$ cat src/rtl/snd_cmd_mailbox.sv
module snd_cmd_mailbox #(
  parameter int HOST_AW = 24,
  parameter int HOST_DW = 16,
  parameter int SND_AW  = 16,
  parameter int CMD_W   = 8,
  parameter logic [HOST_AW-1:0] HOST_CMD_ADDR = 24'h84000E,
  parameter logic [SND_AW-1:0]  SND_CMD_ADDR  = 16'hE800
) (
  input  logic               clk,
  input  logic               rst_n,
  input  logic               host_wr,
  input  logic [HOST_AW-1:0] host_addr,
  input  logic [HOST_DW/8-1:0] host_be,
  input  logic [HOST_DW-1:0] host_wdata,
  input  logic               snd_rd,
  input  logic [SND_AW-1:0]  snd_addr,
  output logic [CMD_W-1:0]   snd_rdata,
  output logic               snd_rvalid,
  input  logic               snd_ack,
  output logic               snd_irq
);

  logic             host_hit;
  logic             accept;
  logic [CMD_W-1:0] cmd_q;
  logic             irq_q;

  assign host_hit = host_addr[HOST_AW-1:1] == HOST_CMD_ADDR[HOST_AW-1:1];
  assign accept   = host_wr && host_hit && host_be[0];

  always_ff @(posedge clk) begin
    if (!rst_n) begin
      cmd_q <= '0;
      irq_q <= 1'b0;
    end else begin
      if (accept) cmd_q <= host_wdata[CMD_W-1:0];
      if (accept) irq_q <= 1'b1;
      else if (snd_ack) irq_q <= 1'b0;
    end
  end

  assign snd_irq    = irq_q;
  assign snd_rvalid = snd_rd && (snd_addr == SND_CMD_ADDR);
  assign snd_rdata  = snd_rvalid ? cmd_q : '0;

  p_reset_r1: assert property (@(posedge clk) !rst_n |=> (snd_irq == 1'b0));
  p_capture_r2: assert property (@(posedge clk) disable iff (!rst_n)
    accept |=> (cmd_q == $past(host_wdata[CMD_W-1:0])));
  p_no_lane_r3: assert property (@(posedge clk) disable iff (!rst_n)
    (host_wr && !host_be[0] && !snd_ack) |=> ($stable(cmd_q) && $stable(snd_irq)));
  p_irq_set_r4: assert property (@(posedge clk) disable iff (!rst_n)
    accept |=> snd_irq);
  p_irq_hold_r4: assert property (@(posedge clk) disable iff (!rst_n)
    (snd_irq && !snd_ack) |=> snd_irq);
  p_ack_clear_r5: assert property (@(posedge clk) disable iff (!rst_n)
    (snd_ack && !accept) |=> !snd_irq);
  p_rd_miss_r8: assert property (@(posedge clk) disable iff (!rst_n)
    !snd_rvalid |-> (snd_rdata == '0));
  p_rd_quiet_r9: assert property (@(posedge clk) disable iff (!rst_n)
    (!host_wr && !snd_ack) |=> ($stable(cmd_q) && $stable(snd_irq)));

endmodule

$ cat config.mk
export PLATFORM = sky130hd
export DESIGN_NAME = snd_cmd_mailbox
export DESIGN_NICKNAME = d
export VERILOG_FILES = /design/src/rtl/snd_cmd_mailbox.sv
export SDC_FILE = /design/constraint.sdc
export NUM_CORES = 1
export LEC_CHECK = 0
export CORE_UTILIZATION = 22
export DETAILED_ROUTE_END_ITERATION = 10
export PLACE_DENSITY = 0.81
export SYNTH_ARGS = -nofsm -noshare
export SYNTH_HDL_FRONTEND = slang
export SYNTH_SLANG_ARGS = --single-unit
$ cat constraint.sdc
create_clock -name clk -period 1.05 [get_ports clk]
set_input_delay 0.105 -clock clk [delete_from_list [all_inputs] [get_ports clk]]
set_output_delay 0.105 -clock clk [all_outputs]
set_load 0.02 [all_outputs]
### Word level (Yosys, flattened, before mapping)

Index checks and enable logic that the tools add are counted.

| cells by class | value |
|---|---|
| reduce and logical (&&, ||, !) cells | 4 |
| equal/unequal tests | 2 |
| mux-type cells | 3 |

Operator list:

| operator | number |
|---|---|
| == test 23 bit, second input constant | 1 |
| == test 16 bit, second input constant | 1 |
| two-way mux 8 bit | 1 |
| logical AND 1 bit | 3 |
| two-way mux 1 bit | 2 |
| nonzero test 2 bit | 1 |

| storage, ports and cells | value |
|---|---|
| word-level logic and storage cells | 11 |
| register bits | 9 |
| output and inout port bits | 10 |

### Depth between registers and ports, before layout

| depth | value |
|---|---|
| depth after elaboration | 4 |
| depth in mapped cells | 5 |

### Worst setup path before layout

No wires, ideal clock.

| timing | value |
|---|---|
| kind | input to output |
| start point | in snd_addr[1] |
| end point | out snd_rdata[0] |
| data required time | 945 ps |
| setup slack | -243 ps |
| buffers on the path | 0 |
| stages on the path | 4 |
| data arrival time | 1,188 ps |
| path through | nor4_1 > nand4_1 > nor3_4 > and2_1 |

| on the way | value |
|---|---|
| longest elaborated chain between the ends | 3 |

RTL lines:

| what | RTL line | source |
|---|---|---|
| from (decl) | 16 | `input logic [SND_AW-1:0] snd_addr,` |
| == test 16 bit | 43 | `assign snd_rvalid = snd_rd && (snd_addr == SND_CMD_ADDR);` |
| logical AND 1 bit | 43 |  |
| net snd_rvalid | 18 | `output logic snd_rvalid,` |
| two-way mux 8 bit | 44 | `assign snd_rdata = snd_rvalid ? cmd_q : '0;` |
| to (decl) | 17 | `output logic [CMD_W-1:0] snd_rdata,` |

The timed path passes the listed nets, and every way through them passes these cells.

### Worst setup path after layout

| timing | value |
|---|---|
| start point | in snd_addr[13] |
| end point | out snd_rdata[3] |

| on the way | value |
|---|---|
| longest elaborated chain between the ends | 3 |

RTL lines:

| what | RTL line |
|---|---|
| == test 16 bit | 43 |
| logical AND 1 bit | 43 |
| two-way mux 8 bit | 44 |

Every way passes these cells.

==> results.txt <==
post-synthesis sequential area ratio - 0.3310
Data required, critical path - 0.94 ns
Max Cap Viol - 0
Final Worst Setup Slack - -0.2898 ns
# setup viols final - 9
Hold Vio Cnt, Final - 0
Worst Path Buf+Inv - 3
CP top delay family - simple AND/OR/NAND/NOR gates
worst slew pin tran - 0.2366 ns
Final Skew - 0 ns
final wirelength - 1926 um
pre-CTS setup slack - -1.249 ns
hold path depth - 5
Post-Syn Instances - 63
Buffers on Ports - 62
most frequent cells in the layout - buf_6, nand2_1, dlygate4sd2_1
number of global-route vias before repair - 749
Rel. slew slack - 0.8429
Reg clk slew, reported paths - 0.06 ns
CTS tree - yes
Tmin final - 1.340 ns
Synthesis Warnings - 0
Syn-to-layout area delta - 132.9%
first-pass GRT wire length - 2967 um
ranking of synthesized cells by area - dfxtp_1, mux2i_1, nand2_1, and2_1, nor4b_2
Die Wd - 51.74 um
number of cells on the critical path - 7
Core ar. - 2276 um2
worst-case reg-to-reg path depth - 2
most used cell, CP - buf_6
largest net degree at the start of global routing - 18
clock root buffer - clkbuf_4
FP Rows - 17
Remaining DRCs - 0
DR WL/cell - 12.04 um
Max Fanout on Critical Path - 5
count of pins over their slew limit - 0
global-route usage over all layers - 0.1554
# nets final - 196
commonest non-fill, non-tap cell in the layout - buf_6
H-tree depth - 1
Hold Slack - 0.3716 ns
Fmax - 0.7464 GHz
RSZ-0062 raised after global routing - true
Yosys cell types - 17
Max IR drop VDD - 0.0004567 V
placed wire-length estimate - 1513 um
Final Cycle Share - 1.276
cts bufs inserted - 3
PwrDens - 632.8 nW/um2
Mean Syn Cell Area - 8.639 um2
EDFF count, synth - 0
Post-Syn Nets - 126
Seq cells post-synth - 9
Setup crit start kind - primary input
gr ovfl total - 0
Num Clock Sinks - 9
Top FF cell, synth - dfxtp_1
Crit Path Class - primary input to output port
number of antenna-violating nets in the routed design - 0
vias per cell - 4.606
Antenna diodes - 0
Hold Crit Class - primary input to register
share of cells above drive strength 1 - 0.4091
Critical-path top delay cell - nor3_4
crit end category - output port
first-pass iteration count of the detailed router - 4
Ports - 73
Critical Path Max Stage Delay - 0.22 ns
Post-Syn Area - 544.3 um2
initial core utilization - 0.2391
crit path DAT - 1.23 ns
Leakage - 0.0005496 uW
die area - 2677 um2
Max clock buf depth - 2
outcome - finished, violations left
worst-path cell chain - clkdlybuf4s15_1, and4b_1, nand4_1, nor3_4, buf_6, and2_4, buf_6
Clock Latency Late Sink - 0.25 ns
area leader, netlist - dfxtp_1
asr flop ratio synth - 0
via count - 737
Finished Core Util - 0.5569
post-synth top area share - 0.3310
routability cong. - 0.6384
violated checks - negative setup slack
initial drt markers - 9
initial antenna violation count - 0
die height - 51.74 um
==> tightest hold or removal path, delay by kind of cell <==
family	cells	cell delay (ns)
and+or+nand+nor	2	0.15
buffers and inverters	2	0.20
muxes	1	0.11
==> cell type report <==
cell class | count | area [um2]
multi-input cells | 51 | 406.6
well taps | 28 | 35.03
clock buffers | 4 | 26.28
repair buffers | 68 | 619.3
fillers | 222 | 1008
flip-flops and latches | 9 | 180.2
==> metrics by stage <==
stage / area [um2] / setup TNS (ns) / power (uW) / cells
after floorplan: 585.6 / -1.901 / 381.9 / 63
after global placement: 1250 / -15.17 / 595.2 / 152
after detailed placement: 1250 / -15.88 / 601.1 / 152
after CTS: 1257 / -2.173 / 810.2 / 159
after global routing: 1267 / -3.085 / 848.7 / 160
final: 1267 / -2.538 / 802.1 / 160
==> power by group <==
part / internal [uW] / leakage (uW) / switching [uW] / total (uW)
Sequential: 341 / 0.0000724 / 0.00000644 / 341
Combinational: 143 / 0.000462 / 63.5 / 207
Clock: 146 / 0.0000150 / 108 / 254
==> cells by family after synthesis <==
logic type | count (synthesis) | share of synthesized area
AOI/OAI and AO/OA | 1 | 0.01380
and+or+nand+nor | 42 | 0.4736
muxes | 8 | 0.1471
DFF | 9 | 0.3310
buffers and inverters | 3 | 0.03449
==> cell usage after synthesis, drive strengths merged (2+ instances only) <==
master	n
and2	8
nand4	3
nor4	3
and4b	2
dfxtp	9
nor4b	2
nor2	3
clkbuf	2
nor3	2
nand2	17
mux2i	8
==> state kept, by name (all words and copies together), names as in the netlist <==
name / flops
cmd_q: 8
snd_irq: 1
==> what timing repair did <==
action,4_1_cts,5_1_grt
hold buffers,0,0
resized for setup,161,12
gates cloned,1,0
endpoints found under the setup margin,19,18
setup buffers,2,1
pin swaps,24,8
==> per-layer routing <==
| layer | wire length, um | global-route usage | vias up | share of wire |
|---|---|---|---|---|
| met4 | 25 | 0.08108 | 0 | 0.013 |
| li1 | - | - | 358 | - |
| met3 | 295 | 0.07018 | 2 | 0.15 |
| met5 | 0 | 0 | - | 0 |
| met2 | 977 | 0.2879 | 59 | 0.51 |
| met1 | 627 | 0.1393 | 318 | 0.33 |
==> worst paths after layout <==
path / startpoint / endpoint / slack (ns)
setup / recovery: snd_addr[13] / snd_rdata[3] / -0.29
hold / removal: host_addr[15] / cmd_q[3]$_SDFFE_PN0P_ / 0.37
setup reg to reg: snd_irq$_SDFFE_PN0P_ / snd_irq$_SDFFE_PN0P_ / 0.36
hold reg to reg: cmd_q[5]$_SDFFE_PN0P_ / cmd_q[5]$_SDFFE_PN0P_ / 0.46
Note: power is estimated with default switching activity, not from simulation.
